### config.mk
export PLATFORM = sky130hd
export DESIGN_NAME = temp_band_selector
export DESIGN_NICKNAME = d
export VERILOG_FILES = /design/src/rtl/tsel_pkg.sv /design/src/rtl/tsel_capture.sv /design/src/rtl/tsel_band.sv /design/src/rtl/tsel_result.sv /design/src/rtl/temp_band_selector.sv
export SDC_FILE = /design/constraint.sdc
export NUM_CORES = 1
export LEC_CHECK = 0
export ABC_AREA = 1
export BUFFER_PORTS_ARGS = -buffer_cell sky130_fd_sc_hd__buf_2
export CAP_MARGIN = 0
export CORE_UTILIZATION = 59
export CTS_CLUSTER_DIAMETER = 100
export DETAILED_ROUTE_END_ITERATION = 10
export HOLD_SLACK_MARGIN = 0.15
export PLACE_DENSITY = 0.81
export SKIP_CTS_REPAIR_TIMING = 1
export SLEW_MARGIN = 25
export SYNTH_ARGS = -nofsm -noshare
export SYNTH_HDL_FRONTEND = slang
export SYNTH_SLANG_ARGS = --single-unit
### constraint.sdc
create_clock -name clk -period 5.8 [get_ports clk]
set_input_delay 0.58 -clock clk [delete_from_list [all_inputs] [get_ports clk]]
set_output_delay 0.58 -clock clk [all_outputs]
set_load 0.1 [all_outputs]
### src/rtl/tsel_pkg.sv
package tsel_pkg;

  // Decision taken for one applied conversion
  typedef enum logic [1:0] {
    MOVE_HOLD = 2'd0,
    MOVE_UP   = 2'd1,
    MOVE_DOWN = 2'd2,
    MOVE_LOAD = 2'd3
  } move_e;

  // Number of bands spanning [tmin, tmax] in bdeg steps
  function automatic int band_count(input int tmin, input int tmax, input int bdeg);
    return (tmax - tmin) / bdeg;
  endfunction

  // Whole degrees (floor) of a fixed-point reading
  function automatic int whole_deg(input int t_q, input int frac_w);
    return t_q >>> frac_w;
  endfunction

  // Band of a fixed-point reading, clamped to 0..nb-1
  function automatic int band_of(input int t_q, input int frac_w, input int tmin,
                                 input int bdeg, input int nb);
    int rel;
    int q;
    rel = whole_deg(t_q, frac_w) - tmin;
    if (rel < 0) q = 0;
    else         q = rel / bdeg;
    if (q > nb - 1) q = nb - 1;
    return q;
  endfunction

  // Hysteresis offset in fixed-point units
  function automatic int hyst_q(input int hdeg, input int frac_w);
    return hdeg * (1 << frac_w);
  endfunction

endpackage

### src/rtl/tsel_capture.sv
module tsel_capture #(
  parameter int TEMP_W = 16
) (
  input  logic              clk,
  input  logic              rst_n,
  input  logic              conv_valid,
  input  logic [TEMP_W-1:0] conv_temp,
  input  logic              bus_busy,
  output logic              apply,
  output logic [TEMP_W-1:0] apply_temp
);

  logic              pend_q;
  logic [TEMP_W-1:0] val_q;

  // A parked reading is released only on an idle bus cycle
  assign apply      = pend_q & ~bus_busy;
  assign apply_temp = val_q;

  always_ff @(posedge clk) begin
    if (!rst_n) begin
      pend_q <= 1'b0;
      val_q  <= '0;
    end else begin
      if (conv_valid) begin
        pend_q <= 1'b1;
        val_q  <= conv_temp;
      end else if (apply) begin
        pend_q <= 1'b0;
      end
    end
  end

  // a parked reading survives a busy cycle untouched
  assert_park_hold_R7: assert property (@(posedge clk) disable iff (!rst_n)
    (pend_q && bus_busy && !conv_valid) |=> (pend_q && $stable(val_q)));

  // a released reading leaves the park slot empty unless refilled
  assert_park_drain_R7: assert property (@(posedge clk) disable iff (!rst_n)
    (apply && !conv_valid) |=> !pend_q);

endmodule

### src/rtl/tsel_band.sv
module tsel_band
  import tsel_pkg::*;
#(
  parameter int TEMP_W   = 16,
  parameter int FRAC_W   = 8,
  parameter int T_MIN    = -40,
  parameter int BAND_DEG = 2,
  parameter int NBANDS   = 71,
  parameter int HYST_DEG = 1,
  parameter int IDX_W    = 7
) (
  input  logic              clk,
  input  logic              rst_n,
  input  logic              apply,
  input  logic [TEMP_W-1:0] apply_temp,
  output logic [IDX_W-1:0]  idx,
  output logic              chg,
  output move_e             move
);

  localparam int HQ = hyst_q(HYST_DEG, FRAC_W);
  localparam logic [IDX_W-1:0] IDX_TOP = IDX_W'(NBANDS - 1);

  logic [IDX_W-1:0] idx_q;
  logic             seen_q;
  logic             chg_q;
  logic [IDX_W-1:0] nxt_idx;

  int t_s;
  int b_raw;
  int b_up;
  int b_dn;
  int cur;

  // Hysteresis decision, named so the checks can observe it
  always_comb begin
    t_s   = int'($signed(apply_temp));
    b_raw = band_of(t_s, FRAC_W, T_MIN, BAND_DEG, NBANDS);
    b_up  = band_of(t_s - HQ, FRAC_W, T_MIN, BAND_DEG, NBANDS);
    b_dn  = band_of(t_s + HQ, FRAC_W, T_MIN, BAND_DEG, NBANDS);
    cur   = int'(idx_q);
    if (!seen_q) begin
      move    = MOVE_LOAD;
      nxt_idx = IDX_W'(b_raw);
    end else if (b_up > cur) begin
      move    = MOVE_UP;
      nxt_idx = IDX_W'(b_up);
    end else if (b_dn < cur) begin
      move    = MOVE_DOWN;
      nxt_idx = IDX_W'(b_dn);
    end else begin
      move    = MOVE_HOLD;
      nxt_idx = idx_q;
    end
  end

  always_ff @(posedge clk) begin
    if (!rst_n) begin
      idx_q  <= '0;
      seen_q <= 1'b0;
      chg_q  <= 1'b0;
    end else if (apply) begin
      idx_q  <= nxt_idx;
      seen_q <= 1'b1;
      chg_q  <= (nxt_idx != idx_q);
    end else begin
      chg_q  <= 1'b0;
    end
  end

  assign idx = idx_q;
  assign chg = chg_q;

  // index never leaves the band range
  assert_idx_range_R1: assert property (@(posedge clk) disable iff (!rst_n)
    idx_q <= IDX_TOP);

  // an upward decision raises the index
  assert_step_up_R3: assert property (@(posedge clk) disable iff (!rst_n)
    (apply && move == MOVE_UP) |=> (idx_q > $past(idx_q)));

  // a downward decision lowers the index
  assert_step_dn_R4: assert property (@(posedge clk) disable iff (!rst_n)
    (apply && move == MOVE_DOWN) |=> (idx_q < $past(idx_q)));

  // without an applied reading the index is frozen
  assert_idle_hold_R5: assert property (@(posedge clk) disable iff (!rst_n)
    !apply |=> $stable(idx_q));

  // the direct load happens only on the first applied reading
  assert_load_once_R2: assert property (@(posedge clk) disable iff (!rst_n)
    (move == MOVE_LOAD) |-> !seen_q);

  // the pulse follows an applied reading and marks every change
  assert_chg_src_R8: assert property (@(posedge clk) disable iff (!rst_n)
    chg_q |-> $past(apply));
  assert_chg_cover_R8: assert property (@(posedge clk) disable iff (!rst_n)
    (idx_q != $past(idx_q)) |-> chg_q);

endmodule

### src/rtl/tsel_result.sv
module tsel_result #(
  parameter int TEMP_W    = 16,
  parameter int ADDR_W    = 8,
  parameter int BASE_ADDR = 'h60
) (
  input  logic              clk,
  input  logic              rst_n,
  input  logic              apply,
  input  logic [TEMP_W-1:0] apply_temp,
  input  logic [ADDR_W-1:0] rd_addr,
  output logic [7:0]        rd_data,
  output logic [TEMP_W-1:0] res_word
);

  localparam int BYTE_W = 8;
  localparam int NBYTES = TEMP_W / BYTE_W;

  logic [TEMP_W-1:0] res_q;
  logic [BYTE_W-1:0] lane [NBYTES];

  always_ff @(posedge clk) begin
    if (!rst_n)     res_q <= '0;
    else if (apply) res_q <= apply_temp;
  end

  // Most significant byte sits at the lowest address
  for (genvar k = 0; k < NBYTES; k++) begin : g_lane
    assign lane[k] = (rd_addr == ADDR_W'(BASE_ADDR + k))
                     ? res_q[TEMP_W-1-k*BYTE_W -: BYTE_W] : '0;
  end

  always_comb begin
    rd_data = '0;
    for (int k = 0; k < NBYTES; k++) rd_data = rd_data | lane[k];
  end

  assign res_word = res_q;

  // the stored word only moves on an applied reading
  assert_res_hold_R6: assert property (@(posedge clk) disable iff (!rst_n)
    !apply |=> $stable(res_q));

  // an address outside the result window reads as zero
  assert_res_window_R6: assert property (@(posedge clk) disable iff (!rst_n)
    (rd_addr < ADDR_W'(BASE_ADDR) || rd_addr >= ADDR_W'(BASE_ADDR + NBYTES))
      |-> (rd_data == '0));

endmodule

### src/rtl/temp_band_selector.sv
module temp_band_selector
  import tsel_pkg::*;
#(
  parameter int TEMP_W    = 16,
  parameter int FRAC_W    = 8,
  parameter int T_MIN     = -40,
  parameter int T_MAX     = 102,
  parameter int BAND_DEG  = 2,
  parameter int HYST_DEG  = 1,
  parameter int ADDR_W    = 8,
  parameter int BASE_ADDR = 'h60,
  localparam int NBANDS   = band_count(T_MIN, T_MAX, BAND_DEG),
  localparam int IDX_W    = $clog2(NBANDS)
) (
  input  logic              clk,
  input  logic              rst_n,
  input  logic              conv_valid,
  input  logic [TEMP_W-1:0] conv_temp,
  input  logic              bus_busy,
  input  logic [ADDR_W-1:0] rd_addr,
  output logic [7:0]        rd_data,
  output logic [IDX_W-1:0]  band_idx,
  output logic              band_chg
);

  logic              apply;
  logic [TEMP_W-1:0] apply_temp;
  logic [TEMP_W-1:0] res_word;
  move_e             move;

  tsel_capture #(.TEMP_W(TEMP_W)) u_capture (
    .clk        (clk),
    .rst_n      (rst_n),
    .conv_valid (conv_valid),
    .conv_temp  (conv_temp),
    .bus_busy   (bus_busy),
    .apply      (apply),
    .apply_temp (apply_temp)
  );

  tsel_band #(
    .TEMP_W   (TEMP_W),
    .FRAC_W   (FRAC_W),
    .T_MIN    (T_MIN),
    .BAND_DEG (BAND_DEG),
    .NBANDS   (NBANDS),
    .HYST_DEG (HYST_DEG),
    .IDX_W    (IDX_W)
  ) u_band (
    .clk        (clk),
    .rst_n      (rst_n),
    .apply      (apply),
    .apply_temp (apply_temp),
    .idx        (band_idx),
    .chg        (band_chg),
    .move       (move)
  );

  tsel_result #(
    .TEMP_W    (TEMP_W),
    .ADDR_W    (ADDR_W),
    .BASE_ADDR (BASE_ADDR)
  ) u_result (
    .clk        (clk),
    .rst_n      (rst_n),
    .apply      (apply),
    .apply_temp (apply_temp),
    .rd_addr    (rd_addr),
    .rd_data    (rd_data),
    .res_word   (res_word)
  );

  // a busy bus freezes both the index and the result word
  assert_busy_freeze_R7: assert property (@(posedge clk) disable iff (!rst_n)
    bus_busy |=> ($stable(band_idx) && $stable(res_word)));

  // a strobe never reaches the outputs at its own edge
  assert_latency_R10: assert property (@(posedge clk) disable iff (!rst_n)
    (conv_valid && !apply) |=> $stable(res_word));

  // the pulse and the index come out of reset quiet
  assert_reset_quiet_R9: assert property (@(posedge clk)
    !rst_n |=> (!band_chg && band_idx == '0));

endmodule

After elaboration in Yosys (flattened, before gate mapping)
Index checks and enable logic that the tools add are counted.

storage, ports and cells
  memory bits (read-only) = 0
  memories kept = 0
  bits in latches = 0
  memory bits (writable) = 0
  flip-flop bits (word level) = 42
  output and inout port bits = 16

operators by class
  bitwise operators = 6
  multiplexer cells = 13
  reduce and logical (&&, ||, !) cells = 2
  shifts and indexed selects = 0
  multiply operators = 0
  add/sub/neg operators = 8
  order comparisons = 8
  equality and inequality tests = 3
  div/mod/pow operators = 0

operator list
  cell                    count
  $mux 32                 5
  $add 32x1->32           3
  $gt 32x8->1 const B     3
  $lt 32x1->1 const B     3
  $gt 32x8->1             1
  $lt 32x8->1             1
  $mux 7                  4
  $sub 9x7->10 const B    2
  $add 16x10->17 const B  1
  $sub 16x10->17 const B  1
  $eq 8x7->1 const B      2
  $mux 8                  2
  $sub 8x7->9 const B     1
  $or 8x8->8              1
  $ne 7x7->1              1
  $and 1x1->1             4
  $mux 1                  2
  $reduce_and 2->1        1
  $reduce_bool 2->1       1
  $not 1->1               1

Depth between registers and ports, before layout
  word-level depth = 12
  depth in mapped cells = 43

Hierarchy
From an unflattened synthesis, not the netlist that was laid out.

second synthesis, totals
  cells, all modules = 631
  area, all modules = 3880.0 um^2

by module, submodules not included
  module        cells each  area each (um^2)  sequential area each (um^2)  times used
  tsel_band     416         2379.8            180.2                        1
  tsel_result   107         760.7             320.3                        1
  tsel_capture  108         739.5             340.3                        1

Worst setup path after synthesis
OpenSTA, ideal clock, no wires.

  path kind = flip-flop to flip-flop
  start = register u_capture.val_q[8], in the netlist u_capture.apply_temp[8]
  end = register u_band.chg_q, in the netlist u_band.chg
  stages on the path, launching flop included = 36
  buffers on the path = 0
  arrival = 4649 ps
  period minus slack after synthesis = 4761 ps
  setup slack = 1039 ps
  path through = dfxtp_1 -> inv_2 -> ha_1 -> nand2_1 -> nor2_1 -> xor2_1 -> ha_1 -> or2_1 -> nand3_1 -> nand2_2 -> nor2_1 -> ha_1 -> ha_1 -> nand3_1 -> o21ai_1 -> nand3_1 -> a41o_1 -> and2_1 -> inv_1 -> nor2_1 -> ha_1 -> nand2_1 -> o21ai_0 -> nand4_1 -> a21oi_1 -> nand3_1 -> nand2_1 -> o21ai_0 -> nand2_1 -> nand2_1 -> nand2_1 -> nand2_1 -> nor2_1 -> nand2_1 -> nor2_1 -> nor2_1

between the ends
  cells in the longest elaborated chain, start to end = 12
  elaborated cells on any way between the ends = 29
  those cells by class = add/sub (8); order compare (8); eq/ne (1); mux (9); bitwise (3)

ends and longest elaborated chain
  what                            RTL line            RTL
  start: declaration              tsel_capture.sv:14  logic [TEMP_W-1:0] val_q;
  start signal: assignment        tsel_capture.sv:27  val_q <= conv_temp;
  $add 16x10->17                  tsel_band.sv:40     b_dn = band_of(t_s + HQ, FRAC_W, T_MIN, BAND_DEG, NBANDS);
  $sub 9x7->10                    tsel_pkg.sv:26      rel = whole_deg(t_q, frac_w) - tmin;
  $and 1x1->1 (no source line)    n/a
  $add 32x1->32 (no source line)  n/a
  $mux 32                         tsel_pkg.sv:27      if (rel < 0) q = 0;
  $gt 32x8->1                     tsel_pkg.sv:29      if (q > nb - 1) q = nb - 1;
  $mux 32                         tsel_pkg.sv:29
  $lt 32x8->1                     tsel_band.sv:48     end else if (b_dn < cur) begin
  $mux 7                          tsel_band.sv:48
  $mux 7                          tsel_band.sv:45     end else if (b_up > cur) begin
  $mux 7 (*)                      tsel_band.sv:42     if (!seen_q) begin
  $ne 7x7->1 (*)                  tsel_band.sv:65     chg_q <= (nxt_idx != idx_q);
  end signal: assignment          tsel_band.sv:65
  end: declaration                tsel_band.sv:26     logic chg_q;

Every way passes the cells marked *; elsewhere a longest branch is shown, timed or not.
A chain may end at the register's enable or synchronous reset.

Worst setup path after layout
  start = register u_capture.val_q[9], in the netlist u_capture.apply_temp[9]
  end = register u_band.chg_q, in the netlist u_band.chg

Same word-level chain as after synthesis.

==> results.toml <==
[outcome]
outcome = "completed"

[floorplan]
die_w_um = 79.1
die_h_um = 79.1
start_util_pct = 62.5
num_io_pins = 44
row_count = 27
dieArea_um2 = 6250
core-area_um2 = 5610

[power]
seq_power_share_pct = 32.7
peakVddDrop_mv = 0.197
p_int_w = 0.000584
netSwitchingPower_w = 0.000409
p_leak_nw = 2.01
powerDensity_nw_per_um2 = 256
switching_share_pct = 41.2
combPwrFrac_pct = 45.3
p_clk_share_pct = 22.0

[critical_path]
crit_required_ns = 6.00
cp-endpoint = "u_band.chg"
crit_path_start = "u_capture.apply_temp[9]"
reg2reg_from = "u_capture.apply_temp[9]"
crit_path_max_fanout = 9
critical_path.endpoint_type = "flip-flop"
cp_common_cell = "nand2_1"
critPathKind = "reg2reg"
worstRegToRegCells = 38
rr_endpoint = "u_band.chg"
rrSetupSlack_ns = 0.57
crit_arrival_ns = 5.43
crit_path_top_delay_cell = "a21oi_1"
crit_path_start_kind = "flip-flop"
max_stage_delay_ns = 0.51

[sta]
finalWorstSetupSlack_ns = 0.573
relSlewSlack_pct = 52.6
tightest_slew_ns = 0.710
report.final.hold_viol_count = 0
setup-violations-final = 0
clock.fmax_mhz = 191
fin_crit_ns = 5.23
rsz0062_at_grt = "no"
post-route-period-util_pct = 90.1
drv_slew = 0
skew_ns = 0.00766
fin_tns_setup_ns = 0

[final_layout]
nNetsFinal = 643
fillCellCount = 501
antenna_cells = 0
fin_util_pct = 69.3
drive_gt1_share_pct = 16.4
final_cells = 659
area_growth_pct = 10.8
mostFrequentLayoutCells = "121 x nand2_1, 65 x inv_1, 52 x o21ai_0, 47 x nor2_1, 47 x nand3_1"
final_common_cell = "nand2_1"

[cts]
clk_pin_slew_ns = 0.08
clock_sinks = 42
clkLatencyLatePin_ns = 0.30
htreeDepth = 2
ctsRootBufferMaster = "clkbuf_8"
clk_path_buf_depth = 2
cts_tree = "built"
cts_buffers = 5

[synth]
synth_nets = 605
synth_top_area_share_pct = 24.0
yosysWarningCount = 0
synth_top_area_cell = "dfxtp_1"
synth-seq-cells = 42
synth_cell_types = 40
synth.avg_cell_area_um2 = 6.40
ys_seq_area_share_pct = 24.0
syn_inst = 548
netlist_area_um2 = 3510
synth_area_leaders = "dfxtp_1 24%, nand2_1 13%, ha_1 10%"

[placed_design]
hpwl_um = 6610
place.gp.congestion = 0.957
placed_cells = 651
dp_slack_ns = 0.346
port_buffers = 43

[routing]
ant_nets = 0
first_iter_violations = 206
vias = 3599
routedWlPerCell_um = 12.7
vias_per_cell = 5.46
firstDrtPassIters = 5
drc = 0
wl_um = 8370

[global_routing]
gr-total-overflow = 0
grt_antenna_before_repair = 0
globalRouteTotalUtil_pct = 28.5
grt_pass1_wl_um = 14200
grt_max_degree = 38
grt_pass1_vias = 3320

[flow_run]
maxCapViolCount = 0

[worst_hold_path]
min_path_type = "reg2reg"
-- power groups by stage --
stage,registers (W),logic [W],clock network [W]
final,0.000325,0.000450,0.000218
after global routing,0.000328,0.000509,0.000233
after global placement,0.000331,0.000421,0
after detailed placement,0.000331,0.000431,0
after CTS,0.000325,0.000433,0.000222
after floorplan,0.000348,0.000328,0
-- synth_stat cells (all sizes together) --
library cell / number
a31oi: 1
inv: 75
clkinv: 2
nor2: 51
xnor2: 4
nand3b: 5
nand3: 53
buf: 5
o21ai: 54
a21oi: 43
xor2: 7
nand2: 137
clkbuf: 8
and3: 1
o22ai: 8
or2: 4
and2: 2
a21o: 2
nand4: 7
o21bai: 1
dfxtp: 42
a31o: 1
a311oi: 1
a41o: 1
ha: 29
nor3: 4
-- through the flow --
step                power (W)  area (µm²)  hold slack, ns
finish               0.000993        3890           0.464
CTS                  0.000981        3870           0.464
global placement     0.000752        3760           0.439
detailed placement   0.000763        3760           0.453
floorplan            0.000676        3510           0.430
global route          0.00107        3890           0.491
-- critical path: cells and delay by family, from the launching register on --
kind	cells	cell delay (ns)
AND/OR/NAND/NOR	27	2.50
adder cells (fa/ha/maj)	5	1.13
AO/OA/AOI/OAI	2	0.69
flip-flops	1	0.49
buffers and inverters	4	0.29
-- cell families after synthesis --
kind of cell	synth area share, %
AO/OA/AOI/OAI	17.0
XOR/XNOR	2.96
adder cells (fa/ha/maj)	10.3
buffers and inverters	10.0
flip-flops	24.0
AND/OR/NAND/NOR	35.7
-- state kept, by name, indices dropped and copies added (netlist names) --
name / cells
u_capture.pend_q: 1
u_result.res_word: 16
u_capture.apply_temp: 16
u_band.chg: 1
u_band.seen_q: 1
u_band.idx: 7
-- layer usage --
metal | GRT usage [%] | vias to the layer above | share of wire (%)
li1 | - | 1868 | -
met1 | 35.7 | 1611 | 46
met3 | 3.45 | 10 | 4.6
met2 | 50.3 | 110 | 49
met5 | 0 | - | 0
met4 | 9.09 | 0 | 1.2
-- worst min-delay path by stage --
stage / startpoint / end / slack [ns] / cells after the start
after global placement: u_capture.pend_q / u_capture.pend_q / 0.44 / 2
after global routing: u_capture.pend_q / u_capture.pend_q / 0.49 / 2
final: u_result.res_word[7] / u_result.res_word[7] / 0.46 / 2
after floorplan: u_result.res_word[1] / u_result.res_word[1] / 0.43 / 2
after CTS: u_result.res_word[7] / u_result.res_word[7] / 0.46 / 2
after detailed placement: u_capture.pend_q / u_capture.pend_q / 0.45 / 2
-- layout make-up --
cell class	instances	area, µm²	share of cell area, %
tap	72	90.1	2.32
timing repair buffer	44	223	5.73
sequential	42	843	21.7
clock buffer	8	110	2.83
inverter	77	290	7.47
multi-input combinational	416	2330	59.9
Note: power is estimated with default switching activity, not from simulation.
